File: src/rtl/pwm_lencmp.sv
module pwm_lencmp #(
  parameter int CW = 10
) (
  input  logic          clk,
  input  logic          rst_n,
  input  logic          cnt_en,
  input  logic          run,
  input  logic          dir_down,
  input  logic [1:0]    len_sel,
  input  logic          full_cmp,
  input  logic          load,
  input  logic [CW-1:0] load_val,
  input  logic [CW-1:0] cmp_val,
  input  logic          mask_roll,
  input  logic          mask_cmp,
  output logic          pwm_out,
  output logic          irq_roll,
  output logic          irq_cmp
);

  logic [CW-1:0] cnt, nxt, lmask;
  logic halted, pwm_q, irq_r, irq_c;
  logic advance, roll_ev, lmatch, fmatch, cmp_ev;

  assign lmask   = {CW{1'b1}} >> {len_sel, 1'b0};
  assign advance = run & cnt_en & ~halted & ~load;
  assign nxt     = dir_down ? cnt - 1'b1 : cnt + 1'b1;
  assign roll_ev = dir_down ? ((cnt & lmask) == '0) : ((cnt & lmask) == lmask);
  assign lmatch  = ((nxt ^ cmp_val) & lmask) == '0;
  assign fmatch  = nxt == cmp_val;
  assign cmp_ev  = full_cmp ? fmatch : lmatch;

  always_ff @(posedge clk or negedge rst_n) begin
    if (!rst_n) begin
      cnt    <= '0;
      pwm_q  <= 1'b0;
      halted <= 1'b0;
      irq_r  <= 1'b0;
      irq_c  <= 1'b0;
    end else begin
      irq_r <= 1'b0;
      irq_c <= 1'b0;
      if (load) begin
        cnt    <= load_val;
        pwm_q  <= dir_down;
        halted <= 1'b0;
      end else if (advance) begin
        cnt <= nxt;
        if (lmatch)       pwm_q <= dir_down;
        else if (roll_ev) pwm_q <= ~dir_down;
        irq_r <= roll_ev & ~mask_roll;
        irq_c <= cmp_ev & ~mask_cmp;
        if (full_cmp && fmatch) halted <= 1'b1;
      end
    end
  end

  assign pwm_out  = pwm_q;
  assign irq_roll = irq_r;
  assign irq_cmp  = irq_c;

  AST_CMP_ONE_CYCLE: assert property (@(posedge clk) disable iff (!rst_n)
    irq_c |=> !irq_c);
  AST_STOP_HOLDS: assert property (@(posedge clk) disable iff (!rst_n)
    (halted && !load) |=> ($stable(cnt) && $stable(pwm_q) && !irq_r && !irq_c));
  AST_MASK_ROLL: assert property (@(posedge clk) disable iff (!rst_n)
    mask_roll |=> !irq_r);
  AST_MASK_CMP: assert property (@(posedge clk) disable iff (!rst_n)
    mask_cmp |=> !irq_c);
  AST_IDLE_HOLD: assert property (@(posedge clk) disable iff (!rst_n)
    (!(run && cnt_en) && !load) |=> ($stable(cnt) && $stable(pwm_q) && !irq_r && !irq_c));
  AST_LOAD_LEVEL: assert property (@(posedge clk) disable iff (!rst_n)
    load |=> (pwm_q == $past(dir_down) && cnt == $past(load_val) && !halted));

endmodule

File: config.mk
export PLATFORM = sky130hd
export DESIGN_NAME = pwm_lencmp
export DESIGN_NICKNAME = d
export VERILOG_FILES = /design/src/rtl/pwm_lencmp.sv
export SDC_FILE = /design/constraint.sdc
export NUM_CORES = 1
export LEC_CHECK = 0
export ABC_AREA = 1
export BUFFER_PORTS_ARGS = -buffer_cell sky130_fd_sc_hd__buf_2
export CAP_MARGIN = 20
export CORE_MARGIN = 1.5
export CORE_UTILIZATION = 35
export CTS_BUF_LIST = sky130_fd_sc_hd__clkbuf_16
export CTS_CLUSTER_DIAMETER = 100
export DETAILED_ROUTE_END_ITERATION = 8
export SYNTH_ARGS = -nofsm -noshare
export SYNTH_HDL_FRONTEND = slang
export SYNTH_SLANG_ARGS = --single-unit
export TNS_END_PERCENT = 30
File: constraint.sdc
create_clock -name clk -period 5.84 [get_ports clk]
set_input_delay 1.168 -clock clk [delete_from_list [all_inputs] [get_ports clk]]
set_output_delay 1.168 -clock clk [all_outputs]
set_load 0.005 [all_outputs]
==> Flow_metrics.wiki <==
{| class="wikitable"
! Metric !! Value
|-
| Average footprint of a synthesized cell || 6.266 um^2
|-
| Worst Setup Slack post-DPL || 2672 ps
|-
| Master cell of the clock root buffer || clkbuf_16
|-
| Aggregate global routing overflow || 0
|-
| Synthesis warning total || 0
|-
| Count of boundary I/O pins || 34
|-
| Most frequent cells in the layout || nand2_1, inv_1, buf_2
|-
| Global Route Usage Sum || 0.2017
|-
| Top cell type's share of synthesized area || 0.2339
|-
| Area growth from synthesis to layout || 19.97%
|-
| Power consumption || 0.4325 mW
|-
| Cell Chain, Critical Path || buf_2 -> ha_1 -> nand2_1 -> nand2_1 -> a21oi_1 -> nand2_1 -> nand2_1 -> nand3_1 -> nand2_1 -> nand3_2 -> nor2_1 -> nand4_1 -> o21ai_0
|-
| Adder and majority cell fraction of the synthesized area || 0.08020
|-
| Setup slack after layout || 2921 ps
|-
| Wire length of the first global-routing pass || 6.996 mm
|-
| Via count of the first global-routing pass || 1507
|-
| Unrepaired setup endpoints after global routing || false
|-
| Worst endpoint data arrival time || 3080 ps
|-
| # resized after CTS || 0
|-
| Area enclosed by the die boundary || 4681 um^2
|-
| Setup CP Type || in2reg
|-
| Setup tns final || 0 ps
|-
| Count of buffers added by post-CTS timing repair for setup || 0
|-
| Normalized max-slew margin || 0.6142
|-
| Clk sinks || 14
|-
| Outcome || finished clean
|-
| Sort of element at the end of the critical path || register
|-
| Instance area at placement || 1722 um^2
|-
| Weighted congestion at the end of routability-driven global placement || 0.9168
|-
| Clock tree from TritonCTS || yes
|-
| Area fraction in compound gates after synthesis || 0.1078
|-
| Via total after detailed routing || 1576
|-
| Worst-path cell with the longest stage delay || ha_1
|-
| Average detailed-routed wire length per instance || 12.55 um
|-
| Share of the yosys chip area belonging to registers || 0.2339
|-
| Detailed-route DRC error count || 0
|-
| Half-perimeter wire length after placement || 3.361 mm
|-
| Number of different library cells in the post-synthesis netlist || 27
|-
| Die H || 68.42 um
|-
| Simple-gate share of the synthesized area || 0.4620
|-
| Fmax achieved || 342.6 MHz
|-
| Standard-cell rows || 23
|-
| Number of cells produced by synthesis || 239
|-
| Length of the first detailed-routing pass in iterations || 4
|-
| Most frequent standard cell in the layout excluding fill and tap cells || nand2_1
|-
| Utilization after layout || 0.4428
|-
| Placed cell count || 321
|-
| Final Skew || 1.384 ps
|-
| Post-Synth XOR/XNOR Area || 0.02339
|-
| Max stage delay on crit path || 360 ps
|-
| Worst Hold Margin || 495.8 ps
|-
| Clock network latency to the later pin of the worst-skew pair || 250 ps
|-
| Antenna-violating nets left || 0
|-
| Syn_nets || 279
|-
| Worst-case vdd ir drop || 203.2 uV
|-
| # nets final || 316
|-
| 1st-iter DRT viols || 76
|-
| Buffers on Ports || 33
|-
| Final critical-path required period || 2919 ps
|-
| Overall routed net length || 4.066 mm
|-
| Cell seen most often among critical-path stages || nand2_1
|-
| Buffers and inverters on the worst path || 1
|-
| Share of cell area taken by muxes after synthesis || 0
|-
| Share of the clock period used by the worst path || 0.4998
|-
| Power per cell area || 240.7 nW/um^2
|-
| Non-Filler Cell Area, Final || 1797 um^2
|-
| Fillers || 439
|-
| Antenna diode instance count || 0
|-
| Antenna violations before repair || 0
|-
| Leakage power total || 0.9923 nW
|-
| Cell type group with the largest total delay on the critical path || simple AND/OR/NAND/NOR gates
|-
| Cell types with the largest area share after synthesis || dfrtp_1, nand2_1, nand3_1
|-
| Seq cells post-synth || 14
|-
| Largest area contributor in the synthesized netlist || dfrtp_1
|-
| Count of H-tree levels built during CTS || 1
|-
| Vias per inst || 4.864
|-
| Worst hold path class || reg2reg
|-
| Die Width || 68.42 um
|-
| Total standard cell area after synthesis || 1498 um^2
|-
| Slew at the pin with the worst max-slew slack || 576.5 ps
|-
| Dominant combinational cell family by area after synthesis || simple AND/OR/NAND/NOR gates
|-
| Non-filler cells, final || 324
|-
| Clock input transition at the sequential cells of the worst setup and hold paths || 50 ps
|-
| Standard cell core area || 4058 um^2
|-
| Max-cap violations || 0
|-
| Number of buffers inserted by hold repair at cts || 0
|-
| Startpoint types || input pin
|-
| Number of buffers on the longest clock path || 2
|-
| CP required || 6000 ps
|-
| Number of buffers inserted during clock tree synthesis || 3
|-
| Maximum fanout count along the critical path || 13
|-
| Pins Over Slew Limit || 0
|-
| Hold Violations, Final || 0
|-
| Maximum number of pins on one net before global-route repair || 15
|-
| Setup violation total in the final timing report || 0
|-
| Share of post-route cells with drive strength above 1 || 0.1971
|-
| Starting density of the core || 0.3691
|}
synth_stat cells, drive strengths merged:
library cell,count
nand2,88
inv,36
nand3,36
nor2,15
dfrtp,14
a21oi,10
ha,8
o211ai,5
o21ai,5
a221o,3
nand3b,3
nand4,3
xnor2,3
nor3,2
or2,2
a22oi,1
clkbuf,1
fa,1
nor3b,1
nor4,1
xor2,1
state kept, by name (all words and copies together), names as in the netlist:
| name | flops |
|---|---|
| cnt | 10 |
| halted | 1 |
| irq_cmp | 1 |
| irq_roll | 1 |
| pwm_out | 1 |
final timing paths:
path / slack (ps) / cells after the start / from / endpoint
worst max-delay path: 2920 / 13 / dir_down / halted
worst min-delay path: 500 / 2 / pwm_out / pwm_out
worst max register to register: 3620 / 14 / cnt[0] / pwm_out
worst min register to register: 500 / 2 / pwm_out / pwm_out
max in group asynchronous: 4780 / 1 / rst_n / cnt[5]
min in group asynchronous: 820 / 1 / rst_n / irq_cmp
worst reg2reg max path, stage by stage (launching register included):
cell and delay (ps):
dfrtp_1 460, fa_1 610, xnor2_1 130, nand2_1 70, nor2_1 100, nand2_1 60, nor2_2 150, nand3_2 110
nor2_2 120, nand2_2 70, nand2_1 60, nand2_1 60, nand2_2 60, nand2_1 50, nand2_1 50
cell type report:
class	count	area [um^2]	share of cell area
Clock buffer	3	75.07	0.04178
Sequential cell	14	350.3	0.1950
Multi-Input combinational cell	188	1008	0.5613
Timing Repair Buffer	33	165.2	0.09192
Inverter	36	135.1	0.07521
Tap cell	50	62.56	0.03482
routing by layer:
layer  part of all wire  global-route usage  vias up
met5                  0                   0        -
met4              0.011             0.05250        0
met3              0.046             0.02796        5
met2               0.44              0.3185       31
met1               0.50              0.2864      691
li1                   -                   -      849
power breakdown:
| group | internal, mW | switching, mW | total (mW) |
|---|---|---|---|
| Clock | 0.0897 | 0.0409 | 0.131 |
| Sequential | 0.107 | 0.0124 | 0.120 |
| Combinational | 0.0694 | 0.113 | 0.182 |
logic make-up after synthesis:
group	Yosys count
AOI/OAI and AO/OA	24
xor gates and xnor gates	4
adders and majority gates	9
buffers and inverters	37
DFF	14
and+or+nand+nor	151
Power figures use the tool's default switching activity.
